[src/rtl/adc_seq_pkg.sv]
package adc_seq_pkg;
  localparam int NIB_W   = 4;
  localparam int THERM_W = (1 << NIB_W) - 1;
  localparam int WORD_W  = 2 * NIB_W;

  typedef enum logic [1:0] {
    ST_IDLE,
    ST_TRACK,
    ST_FINE,
    ST_DONE
  } seq_state_t;
endpackage

[src/rtl/therm_count.sv]
// Counts asserted comparator lines; tolerant of isolated bubbles.
module therm_count #(
  parameter int W  = 15,
  parameter int OW = $clog2(W + 1)
) (
  input  logic [W-1:0]  therm,
  output logic [OW-1:0] code
);
  always_comb begin
    code = '0;
    for (int i = 0; i < W; i++) begin
      code = code + OW'(therm[i]);
    end
  end
endmodule

[src/rtl/phase_timer.sv]
// Down-counter for phase lengths; expired while the count sits at zero.
module phase_timer #(
  parameter int CW = 8
) (
  input  logic          clk,
  input  logic          rst,
  input  logic          load,
  input  logic [CW-1:0] load_val,
  output logic          expired
);
  logic [CW-1:0] cnt;

  always_ff @(posedge clk) begin
    if (rst) begin
      cnt <= '0;
    end else if (load) begin
      cnt <= load_val;
    end else if (cnt != '0) begin
      cnt <= cnt - 1'b1;
    end
  end

  assign expired = (cnt == '0);
endmodule

[src/rtl/twostep_adc_seq.sv]
module twostep_adc_seq
  import adc_seq_pkg::*;
#(
  parameter int CLK_MHZ  = 50,
  parameter int TRACK_NS = 1000,
  parameter int FINE_NS  = 600,
  parameter int NUM_CH   = 8,
  parameter int CH_W     = $clog2(NUM_CH)
) (
  input  logic                clk,
  input  logic                rst,
  input  logic                cs_n,
  input  logic                rd_n,
  input  logic [2:0]          addr,
  output logic                eoc_n,
  output logic [WORD_W-1:0]   data_o,
  output logic                data_en,
  input  logic [THERM_W-1:0]  coarse_therm,
  input  logic [THERM_W-1:0]  fine_therm,
  output logic [CH_W-1:0]     chan_sel,
  output logic                track,
  output logic [NIB_W-1:0]    dac_code
);
  localparam int TRACK_CYC = (TRACK_NS * CLK_MHZ + 999) / 1000;
  localparam int FINE_CYC  = (FINE_NS * CLK_MHZ + 999) / 1000;
  localparam int MAX_CYC   = (TRACK_CYC > FINE_CYC) ? TRACK_CYC : FINE_CYC;
  localparam int CNT_W     = $clog2(MAX_CYC + 1);

  seq_state_t        state;
  logic              sel, sel_q, start;
  logic              tmr_load, tmr_done;
  logic [CNT_W-1:0]  tmr_val;
  logic [NIB_W-1:0]  coarse_code, fine_code;
  logic [CH_W-1:0]   addr_sel;

  assign sel   = !cs_n && !rd_n;
  assign start = sel && !sel_q;

  // Channel field: low CH_W address bits; upper bits ignored for narrow muxes.
  generate
    if (CH_W >= 3) begin : g_full_addr
      assign addr_sel = CH_W'(addr);
    end else begin : g_narrow_addr
      assign addr_sel = addr[CH_W-1:0];
    end
  endgenerate

  therm_count #(.W(THERM_W), .OW(NIB_W)) u_coarse_dec (
    .therm (coarse_therm),
    .code  (coarse_code)
  );

  therm_count #(.W(THERM_W), .OW(NIB_W)) u_fine_dec (
    .therm (fine_therm),
    .code  (fine_code)
  );

  always_comb begin
    tmr_load = 1'b0;
    tmr_val  = CNT_W'(TRACK_CYC - 1);
    if (state == ST_IDLE && start) begin
      tmr_load = 1'b1;
    end else if (state == ST_TRACK && tmr_done) begin
      tmr_load = 1'b1;
      tmr_val  = CNT_W'(FINE_CYC - 1);
    end
  end

  phase_timer #(.CW(CNT_W)) u_timer (
    .clk      (clk),
    .rst      (rst),
    .load     (tmr_load),
    .load_val (tmr_val),
    .expired  (tmr_done)
  );

  always_ff @(posedge clk) begin
    if (rst) begin
      state    <= ST_IDLE;
      sel_q    <= 1'b0;
      chan_sel <= '0;
      track    <= 1'b0;
      dac_code <= '0;
      data_o   <= '0;
      eoc_n    <= 1'b1;
    end else begin
      sel_q <= sel;
      unique case (state)
        ST_IDLE: begin
          if (start) begin
            chan_sel <= addr_sel;
            data_o   <= '0;
            dac_code <= '0;
            track    <= 1'b1;
            state    <= ST_TRACK;
          end
        end
        ST_TRACK: begin
          if (tmr_done) begin
            data_o[WORD_W-1:NIB_W] <= coarse_code;
            dac_code               <= coarse_code;
            track                  <= 1'b0;
            state                  <= ST_FINE;
          end
        end
        ST_FINE: begin
          if (tmr_done) begin
            data_o[NIB_W-1:0] <= fine_code;
            eoc_n             <= 1'b0;
            state             <= ST_DONE;
          end
        end
        ST_DONE: begin
          if (sel_q && !sel) begin
            eoc_n <= 1'b1;
            state <= ST_IDLE;
          end
        end
        default: state <= ST_IDLE;
      endcase
    end
  end

  assign data_en = sel;
endmodule

[config.mk]
export PLATFORM = sky130hd
export DESIGN_NAME = twostep_adc_seq
export DESIGN_NICKNAME = d
export VERILOG_FILES = /design/src/rtl/adc_seq_pkg.sv /design/src/rtl/therm_count.sv /design/src/rtl/phase_timer.sv /design/src/rtl/twostep_adc_seq.sv
export SDC_FILE = /design/constraint.sdc
export NUM_CORES = 1
export LEC_CHECK = 0
export BUFFER_PORTS_ARGS = -buffer_cell sky130_fd_sc_hd__buf_2
export CORE_MARGIN = 2
export CORE_UTILIZATION = 40
export CTS_CLUSTER_DIAMETER = 200
export CTS_CLUSTER_SIZE = 10
export DETAILED_ROUTE_END_ITERATION = 6
export SYNTH_ARGS = -nofsm -noshare
export SYNTH_HDL_FRONTEND = slang
export SYNTH_SLANG_ARGS = --single-unit
[constraint.sdc]
create_clock -name clk -period 6.8 [get_ports clk]
set_input_delay 1.02 -clock clk [delete_from_list [all_inputs] [get_ports clk]]
set_output_delay 1.02 -clock clk [all_outputs]
set_load 0.005 [all_outputs]
==> results of run 1 <==
-- state kept, by name, indices dropped and copies added (netlist names) --
name,cells
eoc_n,1
u_timer.cnt,6
sel_q,1
track,1
state,2
data_o,8
chan_sel,3
-- where the power goes --
| part | switching (mW) | internal (mW) | total, mW | leakage, nW |
|---|---|---|---|---|
| Clock | 0.0439 | 0.0786 | 0.122 | 0.0357 |
| Sequential | 0.0253 | 0.157 | 0.182 | 0.180 |
| Combinational | 0.227 | 0.179 | 0.407 | 0.937 |
| Total | 0.297 | 0.415 | 0.711 | 1.15 |
-- cell usage after synthesis (all sizes together), types with 2 or more instances --
cell type	count
ha	18
xor2	3
buf	4
clkbuf	2
o31ai	2
nand2b	2
o21ai	5
a21oi	16
a22o	4
inv	47
nand2	10
xnor2	3
nand3	3
mux2i	2
nor3	7
o2111ai	3
dfxtp	22
a21o	3
a31oi	2
fa	18
nor2	8
-- worst max-delay path by stage --
| stage | startpoint | end | slack [ns] | cells past startpoint |
|---|---|---|---|---|
| after global placement | fine_therm[0] | data_o[2] | 2.12 | 13 |
| after global routing | fine_therm[0] | data_o[2] | 2.20 | 13 |
| after detailed placement | fine_therm[0] | data_o[2] | 2.04 | 13 |
| final | fine_therm[0] | data_o[2] | 2.33 | 13 |
| after floorplan | fine_therm[0] | data_o[2] | 2.28 | 12 |
| after CTS | fine_therm[0] | data_o[2] | 2.30 | 13 |
-- cell families after synthesis --
group | share of synthesized area, %
AO/OA/AOI/OAI | 15.16
XOR/XNOR | 2.921
adder cells (fa/ha/maj) | 32.55
buffers and inverters | 11.89
flip-flops | 24.48
multiplexers | 1.113
AND/OR/NAND/NOR | 11.89
-- metal layers --
metal,global-route usage [%],vias to the layer above
met5,0,-
met4,3.145,0
met3,2.137,4
met2,25.96,30
met1,16.53,690
li1,-,747
-- layout make-up --
type / instances / area (um2)
multi-input cells: 123 / 1145
flip-flops and latches: 22 / 440.4
fillers: 440 / 2186
inverters: 47 / 176.4
repair buffers: 54 / 270.3
clock inverters: 1 / 30.03
clock buffers: 3 / 41.29
well taps: 52 / 65.06
-- tightest hold or removal path, cell delays in order, from the launching register on --
cell and delay, ns:
dfxtp_1 0.31, nand2_1 0.05, a21oi_1 0.05
==> impl_metrics.tcl, run 1 <==
set metrics [dict create \
    synth_area_leader_cell "dfxtp_1" \
    p_leak_nw 1.152 \
    crit_chain "buf_2 -> ha_1 -> inv_1 -> fa_1 -> fa_1 -> fa_1 -> fa_1 -> inv_1 -> ha_1 -> fa_1 -> xnor2_1 -> or4_1 -> a21oi_1" \
    gp_congestion 0.8155 \
    hold_depth 2 \
    cp-end-kind "flop" \
    nNetsFinal 324 \
    placed_area_mm2 0.002097 \
    crit-reg2reg-capture "data_o[2]" \
    synth_top_flop_cell "dfxtp_1" \
    die_h_um 71.07 \
    grt_usage_pct 13.84 \
    die-width_um 71.07 \
    synth-edff-count 0 \
    antenna_found_initial 0 \
    worstPathMaxFanout 2 \
    total_power_mw 0.7111 \
    grt_max_degree 25 \
    r2r_slack_ns 4.70 \
    wl_met2_um 1686 \
    fin_crit_sh_pct 65.66 \
    worstHoldStart "chan_sel[0]" \
    cpLargestDelayFamily "adder cells" \
    clock-root-buffer "clkbuf_8" \
    synth.avg_cell_area_um2 9.087 \
    cts_tree "done" \
    wirelength_um 3310 \
    io_pins 55 \
    syn_inst 198 \
    slowest_stage "fa_1" \
    final_util_pct 49.80 \
    vias_per_cell 4.871 \
    fin_crit_ns 4.465 \
    critPathLaunchType "input pin" \
    required_ns 7.00 \
    irDropWorstVdd_v 0.0001282 \
    core_region_area_mm2 0.004354 \
    hold_viol 0 \
    ys_ff_latch 22 \
    rsz0062_at_grt "false" \
    setup_ws_ns 2.335 \
    crit_buf_inv 3 \
    yosys.cell_types.count 37 \
    drc 0 \
    yosys_warnings 0 \
    worst_hold_slack_ns 0.4555 \
    dpl.hpwl_um 2784 \
    ys_async_sr_fraction_pct 0 \
    syn_to_final_growth_pct 20.51 \
    cts.sinks 22 \
    syn_nets 271 \
    hold_path.class "flop to flop" \
    whs_endpoint "chan_sel[0]" \
    post_cts_buffers 0 \
    m1WireLength_um 1441 \
    layout_commonest_cell "buf_2" \
    vias 1471 \
    dp.cells 298 \
    finClkSkew_ns 0.002623 \
    netlist_top_cells_area "dfxtp_1, fa_1, ha_1, inv_1, a21oi_1" \
    worst_ep_arrival_time_ns 4.66 \
    worstSetupPathType "input pin to flop" \
    cts_made_buffers 3 \
    cpPeakStageDelay_ns 0.55 \
    dr_wl_met3_um 140 \
    layout-drive-gt1-share_pct 25.60 \
    outcome "finished clean" \
    rr_worst_depth 6 \
    timing.rr.start "state[0]" \
    post-route-cell-area_mm2 0.002168 \
    fmax_ghz 0.2240 \
    drt-wirelength-per-cell_um 10.96 \
    max_slew_margin_pct 61.71 \
    initial_utilization_pct 41.32 \
    clk_path_buf_depth 2 \
    setup_violations 0 \
    dieArea_mm2 0.005050 \
    yosysTopAreaCellShare_pct 24.48 \
    firstDrtPassIters 4 \
    drv_cap 0 \
    cts_resized 0 \
    tightest_slew_ns 0.5720 \
    holdBufCountCts 0 \
    power_density_mw_per_mm2 327.9 \
    ys_seq_area_share_pct 24.48 \
    grt_pass1_vias 1394 \
    htreeDepth 1 \
    synth_area_mm2 0.001799 \
    routed.top_layer "met4" \
    antenna_left 0 \
    dp_slack_ns 2.042 \
    drt_iter0_drc 63 \
    grt_overflow 0 \
    diodes 0 \
    clkLatencyLatePin_ns 0.26 \
    final_cell_mix "buf_2, inv_1, dfxtp_1, fa_1, ha_1" \
    slew_violations 0 \
    grt_pass1_wl_um 5830 \
    tns_ns 0 \
    io_buffers 54 \
    clkTransAtPathRegs_ns 0.08 \
    fp-row-count 24 \
    stdcell_count 302 \
    crit_path_frequent_cell "fa_1" \
]
Power figures use the tool's default switching activity.
==> run 2: changes to the inputs <==
Clock period 6.8 ns to 4.6 ns, I/O delays scaled along.
==> impl_metrics.tcl, run 2 (synthesized netlist as in run 1, its figures left out) <==
set metrics [dict create \
    grt_max_degree 25 \
    fin_crit_ns 4.146 \
    clkLatencyLatePin_ns 0.26 \
    cts.sinks 22 \
    power_density_mw_per_mm2 485.8 \
    slew_violations 0 \
    core_region_area_mm2 0.004354 \
    p_comb_share_pct 57.2 \
    critPathLaunchType "input pin" \
    crit_path_frequent_cell "fa_1" \
    internal_power_mw 0.6124 \
    multi_input_area_mm2 0.001145 \
    htreeDepth 1 \
    hold_path.class "flop to flop" \
    tns_ns 0 \
    cts_resized 0 \
    antenna_found_initial 0 \
    clkTransAtPathRegs_ns 0.08 \
    fp-row-count 24 \
    die-width_um 71.07 \
    vias 1465 \
    clockPowerShare_pct 17.2 \
    post_cts_buffers 0 \
    required_ns 4.79 \
    diodes 0 \
    cts_tree "done" \
    drv_cap 0 \
    swShare_pct 41.86 \
    fill_cells 437 \
    drt-wirelength-per-cell_um 11.07 \
    largest_reg_flops 8 \
    antenna_left 0 \
    initial_utilization_pct 41.32 \
    final_util_pct 49.80 \
    nNetsFinal 324 \
    die_h_um 71.07 \
    setup_violations 0 \
    crit_buf_inv 3 \
    stdcell_count 302 \
    top_regs "data_o x8, u_timer.cnt x6, chan_sel x3" \
    dpl.hpwl_um 2781 \
    vias_per_cell 4.851 \
    rsz0062_at_grt "false" \
    drc 0 \
    slowest_stage "fa_1" \
    top_register "data_o" \
    gp_congestion 0.8156 \
    placed_area_mm2 0.002097 \
    grt_overflow 0 \
    fin_crit_sh_pct 90.14 \
    total_power_mw 1.053 \
    max_slew_margin_pct 62.29 \
    dp.cells 298 \
    layout_commonest_cell "buf_2" \
    tightest_slew_ns 0.5633 \
    seq_power_share_pct 25.6 \
    cpLargestDelayFamily "adder cells" \
    clock-root-buffer "clkbuf_8" \
    irDropWorstVdd_v 0.0001791 \
    drt_iter0_drc 41 \
    grt_pass1_vias 1366 \
    p_leak_nw 1.152 \
    ff_latch_area_um2 440.4 \
    firstDrtPassIters 4 \
    finClkSkew_ns 0.003714 \
    layout-drive-gt1-share_pct 25.60 \
    worstPathMaxFanout 2 \
    grt_pass1_wl_um 5692 \
    cp-end-kind "flop" \
    io_pins 55 \
    fmax_ghz 0.2412 \
    dieArea_mm2 0.005050 \
    cpPeakStageDelay_ns 0.55 \
    outcome "finished clean" \
    cts_made_buffers 3 \
    grt_usage_pct 13.63 \
    worst_ep_arrival_time_ns 4.34 \
    holdBufCountCts 0 \
    syn_to_final_growth_pct 20.51 \
    final_cell_mix "buf_2, inv_1, dfxtp_1, fa_1, ha_1" \
    hold_viol 0 \
    clk_path_buf_depth 2 \
    post-route-cell-area_mm2 0.002168 \
    crit_chain "buf_2 -> ha_1 -> inv_1 -> fa_1 -> fa_1 -> fa_1 -> fa_1 -> inv_1 -> ha_1 -> fa_1 -> xnor2_1 -> or4_1 -> a21oi_1" \
    io_buffers 54 \
    wirelength_um 3342 \
    p_switching_mw 0.4409 \
    worstSetupPathType "input pin to flop" \
]
run 2: cell counts in the layout (fill, tap and decap cells not counted):
Identical to the previous run, type by type.
run 2: power by group through the flow:
stage | sequential [mW] | combinational, mW | clock, mW
4_1_cts | 0.269 | 0.614 | 0.184
6_report | 0.270 | 0.602 | 0.181
2_1_floorplan | 0.267 | 0.482 | 0
3_3_place_gp | 0.273 | 0.606 | 0
3_5_place_dp | 0.273 | 0.611 | 0
5_1_grt | 0.276 | 0.699 | 0.191
run 2: per-layer routing:
layer / vias up / GRT usage (%) / part of all wire, % / wire length, um
met5: - / 0 / 0 / 0
met4: 0 / 3.145 / 1.1 / 38
met3: 4 / 2.422 / 3.3 / 111
met2: 25 / 25.44 / 51 / 1689
met1: 691 / 16.16 / 45 / 1502
li1: 745 / - / - / -
run 2: path summary, 6_finish.rpt:
path | start | endpoint | slack [ns] | cells after the start
setup reg to reg | state[0] | data_o[2] | 2.51 | 6
hold / removal | chan_sel[0] | chan_sel[0] | 0.46 | 2
hold reg to reg | chan_sel[0] | chan_sel[0] | 0.46 | 2
setup / recovery | fine_therm[0] | data_o[2] | 0.45 | 13
run 2: area by class of cell:
class	count	share of cell area (%)
Timing Repair Buffer	54	12.46
Tap cell	52	3.001
Clock buffer	3	1.904
Inverter	47	8.136
Clock inverter	1	1.385
Sequential cell	22	20.31
Multi-Input combinational cell	123	52.80
run 2: stage by stage:
| step | hold slack [ns] | setup WS, ns |
|---|---|---|
| floorplan | 0.4510 | 0.4137 |
| global placement | 0.4369 | 0.2546 |
| detailed placement | 0.4398 | 0.1583 |
| CTS | 0.4603 | 0.4246 |
| global route | 0.4754 | 0.3049 |
| finish | 0.4555 | 0.4537 |
run 2: worst register-to-register path: stages (launching register included):
cell	delay (ns)
dfxtp_1	0.33
inv_1	0.12
ha_1	0.29
nor4b_4	0.53
a21oi_2	0.12
or4_1	0.49
a21oi_1	0.15
